===== config.mk =====
export PLATFORM = sky130hd
export DESIGN_NAME = cpred_file
export DESIGN_NICKNAME = d
export VERILOG_FILES = /design/src/rtl/cpred_pkg.sv /design/src/rtl/cpred_cmp.sv /design/src/rtl/cpred_slot.sv /design/src/rtl/cpred_file.sv
export SDC_FILE = /design/constraint.sdc
export NUM_CORES = 1
export LEC_CHECK = 0
export ABC_AREA = 1
export BUFFER_PORTS_ARGS = -buffer_cell sky130_fd_sc_hd__buf_2
export CORE_MARGIN = 8
export CORE_UTILIZATION = 50
export CTS_CLUSTER_DIAMETER = 40
export CTS_CLUSTER_SIZE = 8
export DETAILED_ROUTE_END_ITERATION = 8
export PLACE_DENSITY = 0.84
export SLEW_MARGIN = 20
export SYNTH_ARGS = -nofsm -noshare
export SYNTH_HDL_FRONTEND = slang
export SYNTH_SLANG_ARGS = --single-unit

===== constraint.sdc =====
create_clock -name clk -period 4.6 [get_ports clk]
set_input_delay 0.69 -clock clk [delete_from_list [all_inputs] [get_ports clk]]
set_output_delay 0.69 -clock clk [all_outputs]
set_load 0.1 [all_outputs]

===== src/rtl/cpred_pkg.sv =====
package cpred_pkg;

    typedef enum logic [2:0] {
        OP_PLAIN   = 3'd0,
        OP_CLEAR   = 3'd1,
        OP_CMP     = 3'd2,
        OP_RESTORE = 3'd3,
        OP_SPILL   = 3'd4
    } op_e;

    typedef enum logic [1:0] {
        REL_EQ = 2'd0,
        REL_NE = 2'd1,
        REL_GT = 2'd2,
        REL_LT = 2'd3
    } rel_e;

    // complementary predicate pair, true sense in the upper bit
    typedef struct packed {
        logic t;
        logic f;
    } pair_t;

    localparam pair_t PAIR_NULL = '{t: 1'b1, f: 1'b0};
    localparam pair_t PAIR_NONE = '{t: 1'b0, f: 1'b0};

    function automatic logic pick_sense(pair_t p, logic neg);
        return neg ? p.f : p.t;
    endfunction

endpackage


===== src/rtl/cpred_cmp.sv =====
module cpred_cmp
    import cpred_pkg::*;
#(
    parameter int DATA_W = 32
) (
    input  logic [1:0]        rel,
    input  logic              uns,
    input  logic [DATA_W-1:0] a,
    input  logic [DATA_W-1:0] b,
    output logic              res
);
    logic gt_s, lt_s, gt_u, lt_u;

    always_comb begin
        gt_s = $signed(a) > $signed(b);
        lt_s = $signed(a) < $signed(b);
        gt_u = a > b;
        lt_u = a < b;
        case (rel_e'(rel))
            REL_EQ:  res = (a == b);
            REL_NE:  res = (a != b);
            REL_GT:  res = uns ? gt_u : gt_s;
            default: res = uns ? lt_u : lt_s;
        endcase
    end
endmodule


===== src/rtl/cpred_slot.sv =====
module cpred_slot
    import cpred_pkg::*;
#(
    parameter int NP = 16,
    parameter int IW = $clog2(NP)
) (
    input  pair_t [NP-1:0] view_in,
    input  logic           vld,
    input  logic [2:0]     op,
    input  logic [IW-1:0]  dst,
    input  logic [IW-1:0]  gidx,
    input  logic           gneg,
    input  logic           res,
    input  pair_t          rd,
    output pair_t [NP-1:0] view_out,
    output logic           go,
    output pair_t          spill
);
    pair_t gpair;

    always_comb begin
        gpair = (gidx == '0) ? PAIR_NULL : view_in[gidx];
        go    = vld & pick_sense(gpair, gneg);
        spill = (dst == '0) ? PAIR_NULL : view_in[dst];

        view_out = view_in;
        if (go && dst != '0) begin
            case (op_e'(op))
                OP_CLEAR:   view_out[dst] = PAIR_NONE;
                OP_CMP:     view_out[dst] = '{t: res, f: ~res};
                OP_RESTORE: view_out[dst] = rd;
                default:    view_out[dst] = view_in[dst];
            endcase
        end
    end
endmodule


===== src/rtl/cpred_file.sv =====
module cpred_file
    import cpred_pkg::*;
#(
    parameter int NP     = 16,
    parameter int SLOTS  = 2,
    parameter int DATA_W = 32,
    parameter int IW     = $clog2(NP)
) (
    input  logic                          clk,
    input  logic                          rst,
    input  logic [SLOTS-1:0]              iss_valid,
    input  logic [SLOTS-1:0][2:0]         iss_op,
    input  logic [SLOTS-1:0][1:0]         iss_rel,
    input  logic [SLOTS-1:0]              iss_unsigned,
    input  logic [SLOTS-1:0][DATA_W-1:0]  iss_opa,
    input  logic [SLOTS-1:0][DATA_W-1:0]  iss_opb,
    input  logic [SLOTS-1:0][IW-1:0]      iss_dst,
    input  logic [SLOTS-1:0][IW-1:0]      iss_gidx,
    input  logic [SLOTS-1:0]              iss_gneg,
    input  logic [SLOTS-1:0][1:0]         iss_rdata,
    output logic [SLOTS-1:0]              wb_en,
    output logic [SLOTS-1:0][1:0]         wb_spill
);
    typedef struct packed {
        logic          vld;
        logic [2:0]    op;
        logic [IW-1:0] dst;
        logic [IW-1:0] gidx;
        logic          gneg;
        logic          res;
        pair_t         rd;
    } mem_t;

    pair_t [NP-1:0]    pfile;
    pair_t [NP-1:0]    view [SLOTS+1];
    mem_t  [SLOTS-1:0] mem_q;
    logic  [SLOTS-1:0] ex_res;
    logic  [SLOTS-1:0] go;
    pair_t [SLOTS-1:0] spill;

    assign view[0] = pfile;

    for (genvar s = 0; s < SLOTS; s++) begin : g_slot
        cpred_cmp #(.DATA_W(DATA_W)) u_cmp (
            .rel (iss_rel[s]),
            .uns (iss_unsigned[s]),
            .a   (iss_opa[s]),
            .b   (iss_opb[s]),
            .res (ex_res[s])
        );

        always_ff @(posedge clk) begin
            if (rst) begin
                mem_q[s] <= '0;
            end else begin
                mem_q[s].vld  <= iss_valid[s];
                mem_q[s].op   <= iss_op[s];
                mem_q[s].dst  <= iss_dst[s];
                mem_q[s].gidx <= iss_gidx[s];
                mem_q[s].gneg <= iss_gneg[s];
                mem_q[s].res  <= ex_res[s];
                mem_q[s].rd   <= iss_rdata[s];
            end
        end

        cpred_slot #(.NP(NP), .IW(IW)) u_slot (
            .view_in  (view[s]),
            .vld      (mem_q[s].vld),
            .op       (mem_q[s].op),
            .dst      (mem_q[s].dst),
            .gidx     (mem_q[s].gidx),
            .gneg     (mem_q[s].gneg),
            .res      (mem_q[s].res),
            .rd       (mem_q[s].rd),
            .view_out (view[s+1]),
            .go       (go[s]),
            .spill    (spill[s])
        );
    end

    always_ff @(posedge clk) begin
        if (rst) begin
            pfile    <= '0;
            wb_en    <= '0;
            wb_spill <= '0;
        end else begin
            pfile    <= view[SLOTS];
            wb_en    <= go;
            wb_spill <= spill;
        end
    end
endmodule


==> metrics <==
Hold Path Cell Cnt=3; routed len/inst=17.5 um; Crit path max-delay family=simple AND/OR/NAND/NOR gates; layout cell share with drive strength beyond 1=12.8%; pre-CTS setup slack=between 0.8 and 0.9 ns; max-capacitance violation count=0; total gr overflow=0; # port buffers=between 150 and 200; worst path cell trace=inv_4 > nand2_1 > nand3_1 > nand3_1 > nand3_1 > nand3_1 > nand2_1 > inv_2 > nand3_4 > nand2_1 > nand2_1 > nand2_1 > nand2_1 > nor2_1 > nand2_1 > nand3_1 > nand2_1 > nand2_2 > nand3_2 > nor2_2 > buf_4 > nor2_1 > nor2_1; share of power burned in the clock network=33.6%; layout net count=1,861; Initial DRT Pass Iterations=7; Die Wd=146 um; vias in the first global route=9,988; commonest register cell after synthesis=dfxtp_1; Max Clk Rate=~0.26 GHz; post-cts hold buffer count=0; CTS tree=built; hpwl dp=~26,000 um; dpl cell area=slightly above 0.009 mm^2; Syn Area/Cell=around 5.6 um^2; Die H=146 um; most frequent cells in the layout=nand2_1, inv_1, nor2_1; Buf+Inv Stages, Crit Path=3; DR vias=10,900; initial core utilization=50.9%; area grow syn2layout=14.8%; clock buffer depth=2; Placeable Area=0.0165 mm^2; CP Max Fanout=31; Final Util=about three fifths; Post-CTS Setup Inserts=0; Critical Path Sink Type=register; # clock sinks=70; Synth area leader=nand2_1; # setup viols final=0; clk_lat worst skew=0.36 ns; post-synthesis cell type count=47; element type at the critical path start=register; top cells by area, synth=nand2_1, dfxtp_1, inv_1, ha_1, nor2_1; Rows=47; Final Hold Viols=0; post_cts resized=0; Cells after DPL=~1,800; switching share of power=around two fifths; hold_ws=roughly 0.53 ns; commonest non-fill, non-tap cell in the layout=nand2_1; fin crit period=about 3.9 ns; H-tree levels=3; fraction of power consumed by sequential logic=30.5%; cts bufs inserted=9; I/O pins=172; drt total wl=roughly 32,000 um; outcome=finished, final reports clean; WHS Endpoint=mem_q[3]; Async SR Flop Fraction=0%; Final Slew Violations=0; GPL Wtd Cong=1.04; largest net degree at the start of global routing=38; crit path DAT=4.16 ns; Crit-path slowest cell=dfxtp_1; total power=2.34 mW; clock skew after layout=around 0.0093 ns; period utilisation layout=84.2%; DIE AREA=0.0212 mm^2; critical setup path kind=reg -> reg; Psw=0.923 mW; non-filler instance count after layout=1,856; reg2reg path depth=23; P_int=around 1.4 mW; R2R setup slack=0.73 ns; R2R Path End=pfile[6]; combinational share of power=between 30% and 40%; Peak VDD IR=0.197 mV; PwrDens=242 mW/mm^2; Post-Synthesis Cells=1,502; Worst-path clk slew=0.06 ns; Overall Global Routing Usage=between 20% and 30%; post-synthesis net count=between 1,500 and 2,000; post-route ant nets=0; Synth top area share=17.6%; worst relative slew slack=28.0%; Yosys reg bits=70; initial antenna violation count=0; synth warn=0; CP Data Required Time=between 4 and 5 ns; DR DRC count=0; setup slack after layout=roughly 0.73 ns; Hold Crit Class=in -> reg; diode count=0; Final Cell Area=0.00966 mm^2; Netlist Area Pre-Place=0.00841 mm^2; first-pass GRT wire length=50,500 um; RSZ-0062 raised after global routing=no; Root Buffer=clkbuf_16; Worst-Margin Slew=approximately 1.1 ns; Crit path largest cell delay=0.68 ns; sequential area share after synthesis=16.7%; P_leak=5.06 nW; min-delay src=iss_gneg[0]; most used cell, CP=nand2_1; first-iteration detailed-routing DRC count=1,355; EDFF count, synth=0; Setup Total Neg Slack=0 ns; r2r startpoint=mem_q[4]; Via density=5.89
-- power by group through the flow --
stage | logic [mW] | registers, mW | clock network [mW]
2_1_floorplan | 0.555 | 0.709 | 0
3_3_place_gp | 0.795 | 0.723 | 0
3_5_place_dp | 0.811 | 0.723 | 0
4_1_cts | 0.816 | 0.711 | 0.786
5_1_grt | 0.926 | 0.716 | 0.817
6_report | 0.840 | 0.715 | 0.786
-- worst max path at each step --
stage             start        end  slack, ns  cells past startpoint
6_report       mem_q[4]   pfile[6]       0.73                     23
5_1_grt        mem_q[4]  pfile[18]       0.33                     21
4_1_cts        mem_q[4]   pfile[2]       0.83                     23
3_5_place_dp   mem_q[4]   pfile[2]       0.87                     23
3_3_place_gp   mem_q[4]  pfile[17]       0.97                     23
2_1_floorplan  mem_q[4]  pfile[13]       2.19                     22
-- area by class of cell --
| cell class | count | area (um^2) |
|---|---|---|
| Clock inverter | 6 | 93.8 |
| Sequential cell | 70 | 1400 |
| Fill cell | 1628 | 6870 |
| Multi-Input combinational cell | 1124 | 5800 |
| Inverter | 246 | 926 |
| Clock buffer | 10 | 239 |
| Tap cell | 220 | 275 |
| Timing Repair Buffer | 180 | 923 |
-- synth_stat cells, drive strengths merged, types with 13 or more instances --
master / number
dfxtp: 70
o2111ai: 13
nor2: 189
buf: 25
o211ai: 22
a211oi: 17
nand2: 396
o22ai: 23
nor3: 18
o21ai: 80
clkbuf: 37
nand3: 131
ha: 64
a21oi: 57
inv: 242
nand4: 73
-- cells by family after synthesis --
logic type	share of synthesized area (%)
flops	16.7
compound gates	17.8
simple gates	41.4
fa+ha+maj	9.52
xor+xnor	0.104
buf+inv	14.5
-- flip-flops by register name, summed over array words and instances (netlist names) --
signal / count
mem_q: 32
pfile: 32
wb_spill: 4
wb_en: 2
-- per-layer routing --
metal | routed length, um | vias to the layer above | global-route usage, % | part of all wire, %
met5 | 0 | - | 0 | 0
met4 | 1670 | 0 | 14.3 | 5.1
met3 | 3960 | 140 | 7.56 | 12
met2 | 14400 | 765 | 47.0 | 44
met1 | 12400 | 4805 | 35.0 | 38
li1 | - | 5229 | - | -
-- worst min-delay path, delay by kind of cell --
| kind | cells | cell delay, ns |
|---|---|---|
| buffers and inverters | 2 | 0.10 |
| and+or+nand+nor | 1 | 0.06 |
No activity file was read; power rests on OpenSTA's default activity.
